**src/rtl/bwm_pkg.sv**
```systemverilog
package bwm_pkg;

  // Where an access is steered.
  typedef enum logic [1:0] {
    RT_NONE   = 2'd0,
    RT_SRAM   = 2'd1,
    RT_PERIPH = 2'd2
  } route_e;

  // A granule index lies in program space when it is below the boundary.
  function automatic logic gran_below(input int unsigned gran, input int unsigned bound);
    return gran < bound;
  endfunction

endpackage

```
**src/rtl/bwm_classify.sv**
```systemverilog
module bwm_classify
  import bwm_pkg::*;
#(
  parameter int GIDX_W  = 6,
  parameter int BOUND_W = 7
) (
  input  logic               en,
  input  logic               per_sel,
  input  logic [GIDX_W-1:0]  gran_idx,
  input  logic [BOUND_W-1:0] bound,
  output logic               is_prog,
  output route_e             route
);

  always_comb begin
    is_prog = gran_below(int'(gran_idx), int'(bound));
    if (!en)
      route = RT_NONE;
    else if (per_sel && !is_prog)
      route = RT_PERIPH;
    else
      route = RT_SRAM;
  end

endmodule

```
**src/rtl/bwm_sram_map.sv**
```systemverilog
module bwm_sram_map #(
  parameter int NUM_CE = 4,
  parameter int HI_W   = 2
) (
  input  logic              sel,
  input  logic              wide,
  input  logic [HI_W-1:0]   hi_addr,
  output logic [NUM_CE-1:0] ce_n
);

  for (genvar k = 0; k < NUM_CE; k++) begin : g_ce
    logic wide_n;
    logic narrow_n;
    assign wide_n = !(sel && (hi_addr == HI_W'(k)));
    if (k == 0) begin : g_primary
      assign narrow_n = !sel;
    end else if (k <= HI_W) begin : g_addr_line
      // Enable k carries the address bit that is k places below the top.
      assign narrow_n = sel ? hi_addr[HI_W-k] : 1'b1;
    end else begin : g_parked
      assign narrow_n = 1'b1;
    end
    assign ce_n[k] = wide ? wide_n : narrow_n;
  end

endmodule

```
**src/rtl/bwm_pe_map.sv**
```systemverilog
module bwm_pe_map #(
  parameter int NUM_PE = 4,
  parameter int PSEL_W = 2
) (
  input  logic              hit,
  input  logic [PSEL_W-1:0] slot,
  output logic [NUM_PE-1:0] pe_n
);

  for (genvar j = 0; j < NUM_PE; j++) begin : g_pe
    assign pe_n[j] = !(hit && (slot == PSEL_W'(j)));
  end

endmodule

```
**src/rtl/bwm_pf_gate.sv**
```systemverilog
module bwm_pf_gate #(
  parameter int         N    = 4,
  parameter logic [N-1:0] MASK = '1
) (
  input  logic         pf,
  input  logic [N-1:0] in_n,
  output logic [N-1:0] out_n
);

  for (genvar i = 0; i < N; i++) begin : g_gate
    if (MASK[i]) begin : g_backed
      assign out_n[i] = in_n[i] | pf;
    end else begin : g_plain
      assign out_n[i] = in_n[i];
    end
  end

endmodule

```
**src/rtl/bwmem_decoder.sv**
```systemverilog
module bwmem_decoder
  import bwm_pkg::*;
#(
  parameter int              ADDR_W     = 17,
  parameter int              BLK_W      = 15,
  parameter int              GRAN_W     = 11,
  parameter int              PE_W       = 14,
  parameter int              NUM_CE     = 4,
  parameter int              NUM_PE     = 4,
  parameter logic [NUM_CE-1:0] CE_PF_MASK = 4'b1111,
  parameter logic [NUM_PE-1:0] PE_PF_MASK = 4'b0011
) (
  input  logic                       clk,
  input  logic                       rst_n,
  input  logic                       acc_en,
  input  logic                       acc_wr,
  input  logic [ADDR_W-1:0]          acc_addr,
  input  logic [ADDR_W-GRAN_W:0]     part_bound,
  input  logic                       per_sel,
  input  logic                       msel_wide,
  input  logic                       pwr_fail,
  output logic [BLK_W-1:0]           ba,
  output logic [NUM_CE-1:0]          ce_n,
  output logic [NUM_PE-1:0]          pe_n,
  output logic                       wr_n
);

  localparam int BOUND_W = ADDR_W - GRAN_W + 1;
  localparam int GIDX_W  = ADDR_W - GRAN_W;
  localparam int HI_W    = ADDR_W - BLK_W;
  localparam int PSEL_W  = $clog2(NUM_PE);

  // Named internal events, observed by the bound checker.
  logic              cls_is_prog;
  route_e            cls_route;
  logic              sram_sel;
  logic              pe_hit;
  logic [NUM_CE-1:0] ce_map_n;
  logic [NUM_PE-1:0] pe_map_n;
  logic [NUM_CE-1:0] ce_nxt_n;
  logic [NUM_PE-1:0] pe_nxt_n;
  logic              wr_nxt_n;

  bwm_classify #(.GIDX_W(GIDX_W), .BOUND_W(BOUND_W)) u_classify (
    .en       (acc_en),
    .per_sel  (per_sel),
    .gran_idx (acc_addr[ADDR_W-1:GRAN_W]),
    .bound    (part_bound),
    .is_prog  (cls_is_prog),
    .route    (cls_route)
  );

  assign sram_sel = (cls_route == RT_SRAM);
  assign pe_hit   = (cls_route == RT_PERIPH);

  bwm_sram_map #(.NUM_CE(NUM_CE), .HI_W(HI_W)) u_sram_map (
    .sel     (sram_sel),
    .wide    (msel_wide),
    .hi_addr (acc_addr[ADDR_W-1:BLK_W]),
    .ce_n    (ce_map_n)
  );

  bwm_pe_map #(.NUM_PE(NUM_PE), .PSEL_W(PSEL_W)) u_pe_map (
    .hit  (pe_hit),
    .slot (acc_addr[PE_W+PSEL_W-1:PE_W]),
    .pe_n (pe_map_n)
  );

  bwm_pf_gate #(.N(NUM_CE), .MASK(CE_PF_MASK)) u_ce_gate (
    .pf    (pwr_fail),
    .in_n  (ce_map_n),
    .out_n (ce_nxt_n)
  );

  bwm_pf_gate #(.N(NUM_PE), .MASK(PE_PF_MASK)) u_pe_gate (
    .pf    (pwr_fail),
    .in_n  (pe_map_n),
    .out_n (pe_nxt_n)
  );

  assign wr_nxt_n = !(acc_wr && !cls_is_prog);

  always_ff @(posedge clk) begin
    if (!rst_n) begin
      ce_n <= '1;
      pe_n <= '1;
      wr_n <= 1'b1;
      ba   <= '0;
    end else if (acc_en) begin
      ce_n <= ce_nxt_n;
      pe_n <= pe_nxt_n;
      wr_n <= wr_nxt_n;
      ba   <= acc_addr[BLK_W-1:0];
    end else begin
      ce_n <= '1;
      pe_n <= '1;
      wr_n <= 1'b1;
    end
  end

endmodule

```
**config.mk**
```make
export PLATFORM = sky130hd
export DESIGN_NAME = bwmem_decoder
export DESIGN_NICKNAME = d
export VERILOG_FILES = /design/src/rtl/bwm_pkg.sv /design/src/rtl/bwm_classify.sv /design/src/rtl/bwm_sram_map.sv /design/src/rtl/bwm_pe_map.sv /design/src/rtl/bwm_pf_gate.sv /design/src/rtl/bwmem_decoder.sv
export SDC_FILE = /design/constraint.sdc
export NUM_CORES = 1
export LEC_CHECK = 0
export ABC_AREA = 1
export CAP_MARGIN = 10
export CORE_MARGIN = 1.5
export CORE_UTILIZATION = 40
export DETAILED_ROUTE_END_ITERATION = 8
export HOLD_SLACK_MARGIN = 0.05
export PLACE_DENSITY_LB_ADDON = 0.15
export SLEW_MARGIN = 0
export SYNTH_ARGS = -nofsm -noshare
export SYNTH_HDL_FRONTEND = slang
export SYNTH_SLANG_ARGS = --single-unit
```
**constraint.sdc**
```tcl
create_clock -name clk -period 4.3 [get_ports clk]
set_clock_uncertainty 0.2 [all_clocks]
set_input_delay 1.075 -clock clk [delete_from_list [all_inputs] [get_ports clk]]
set_output_delay 1.075 -clock clk [all_outputs]
set_load 0.02 [all_outputs]
```
==> impl_metrics.csv <==
group,metric,value,unit
die,core_area,2276,sq um
grt,grt_pass1_vias,926,
finish,diodes,0,
setup_path,path_cells,"clkdlybuf4s50_1, inv_1, nor2_1, nand4_1",
routing,wl_per_cell,11.05,microns
pwr,vdd_drop_max,0.0002189,V
synth,ys_ff_latch,24,
clock_network,cts-resized-gates,0,
synth,synthAdderAreaFrac,0.06329,
routing,viasPerCell,4.815,
setup_path,critPathCaptureType,"register",
finish,area_growth,61.65,%
synth,syn_avg_cell_area,7.662,sq um
timing,setup_viol,0,
synth,muxShareOfSynthArea,0,
die,initial_core_util,0.4343,
synth,synth_compound_area_frac,0.1177,
synth,yosysWarnings,0,
setup_path,critical_path_required,4.30,ns
job,drv_cap,0,
clock_network,post-cts-setup-buffers,0,
timing,relSlewSlack,0.5811,
setup_path,startpoint_type,"primary input",
routing,ant_nets,0,
pwr,leakagePower,0.7105,nW
clock_network,numCtsBuffers,3,
timing,hold_ws,0.2899,ns
clock_network,htreeDepth,1,
synth,ys_seq_area_frac,0.4861,
setup_path,crit_slowest_cell,"clkdlybuf4s50_1",
grt,grt_use_total,0.1842,
grt,grt_max_degree,23,
routing,dr.first_iter.drc_count,7,
routing,drtPass1Iterations,5,
setup_path,cpLargestDelayFamily,"buffers and inverters",
synth,ys_types,18,
die,die_h,52.71,microns
finish,drive_gt1_frac,0.04372,
finish,stdcell_count,211,
clock_network,hold_buffers,0,
clock_network,cts_sinks,24,
place,dp_hpwl,1893,microns
routing,vias,1016,
synth,synth-simple-area-share,0.2494,
synth,synthXorXnorAreaFrac,0,
place,dp.cells,207,
pwr,p_total,0.4986,mW
setup_path,critPathArrivalTime,2.68,ns
clock_network,cts_root_buffer,"clkbuf_4",
min_path,hold_path_class,"register to register",
die,dieArea,2778,sq um
finish,final_common_cell,"clkdlybuf4s50_1",
die,fp.dieW,52.71,microns
setup_path,cp_max_fo,22,
place,io_buffers,54,
timing,rsz0062_at_grt,"false",
grt,grt_pass1_wl,3781,microns
synth,synth_top_family_by_area,"simple AND/OR/NAND/NOR gates",
finish,fin_nets,220,
timing,worstMarginPinSlew,0.6263,ns
die,ios,55,
timing,clock.fmax,0.3734,GHz
synth,syn-num-nets,165,
routing,wl,2331,microns
grt,antenna_found_initial,0,
timing,fin_crit_sh,0.6228,
setup_path,critPathMaxStageDelay,0.87,ns
grt,grt_remaining_overflow,0,
finish,final_cell_mix,"54 x clkdlybuf4s50_1, 31 x nor2_1, 24 x dfxtp_1",
setup_path,cp_num_buf_inv,2,
clock_network,cts_tree,"done",
setup_path,critPathKind,"primary input to register",
timing,min_period,2.678,ns
timing,slew_violations,0,
synth,syn_inst,129,
place,place_congestion,0.7529,
routing,drcViolationCount,0,
die,rows,17,
clock_network,clk_latency,0.30,ns
finish,fin_util,0.7020,
clock_network,cts_buffer_depth,2,
pwr,power.density,312.1,nW/um^2
timing,final.setup.tns,0,ns
timing,hold_viol_final,0,
synth,netlist_area,988.4,sq um
run_status,status,"finished clean",
clock_network,cts.clk_slew.worst_paths,0.13,ns
logic make-up after synthesis:
| kind of cell | Yosys count |
|---|---|
| buffers and inverters | 21 |
| AOI/OAI and AO/OA | 21 |
| and+or+nand+nor | 58 |
| adders and majority gates | 5 |
| DFF | 24 |
worst min-delay path, stage by stage, from the launching register on:
cell,delay (ns)
dfxtp_1,0.34
nand2_1,0.08
a21boi_2,0.05
registers in the layout (all words and copies together), names as in the netlist:
name / flops
ce_n: 4
wr_n: 1
pe_n: 4
ba: 15
cells in the mapped netlist, drive strengths merged:
library cell,n,area [sq um]
nand4,4,25.02
a211oi,2,15.01
buf,3,15.01
dfxtp,24,480.5
clkbuf,1,3.750
nand3,6,30.03
nand2,16,70.07
a21oi,4,20.02
nor2,31,116.4
o21ai,14,70.06
a21boi,1,11.26
inv,17,63.81
ha,5,62.56
nor3,1,5.000
metal layers:
metal | vias up | wire length, microns | global-route usage | share of wire
li1 | 521 | - | - | -
met1 | 449 | 978 | 0.1996 | 0.42
met2 | 42 | 1155 | 0.3375 | 0.50
met3 | 4 | 174 | 0.05143 | 0.075
met4 | 0 | 23 | 0.06410 | 0.0099
met5 | - | 0 | 0 | 0
area by class of cell:
type | count | area [sq um]
fillers | 192 | 678.2
repair buffers | 54 | 540.5
flip-flops and latches | 24 | 480.5
multi-input cells | 84 | 425.4
inverters | 17 | 63.81
well taps | 28 | 35.03
clock inverters | 1 | 30.03
clock buffers | 3 | 22.52
through the flow:
step                area (sq um)  worst slack (ns)
floorplan                  988.4             2.105
global placement            1545             1.356
detailed placement          1545             1.302
CTS                         1598             1.635
global route                1598             1.429
finish                      1598             1.622
path summary, 6_finish.rpt:
path	slack [ns]	cells past startpoint	startpoint	end
max	1.62	4	acc_en	pe_n[2]$_SDFF_PN1_
min	0.29	2	ba[14]$_SDFFE_PN0P_	ba[14]$_SDFFE_PN0P_
max reg2reg	3.45	2	ba[12]$_SDFFE_PN0P_	ba[12]$_SDFFE_PN0P_
min reg2reg	0.29	2	ba[14]$_SDFFE_PN0P_	ba[14]$_SDFFE_PN0P_
power by group:
| part | internal [mW] | leakage [nW] | switching, mW | total [mW] |
|---|---|---|---|---|
| combinational | 0.0532 | 0.485 | 0.0478 | 0.101 |
| clock | 0.0942 | 0.0279 | 0.0655 | 0.160 |
| sequential | 0.233 | 0.198 | 0.00506 | 0.238 |
| total | 0.380 | 0.710 | 0.118 | 0.499 |
No activity file was read; power rests on OpenSTA's default activity.
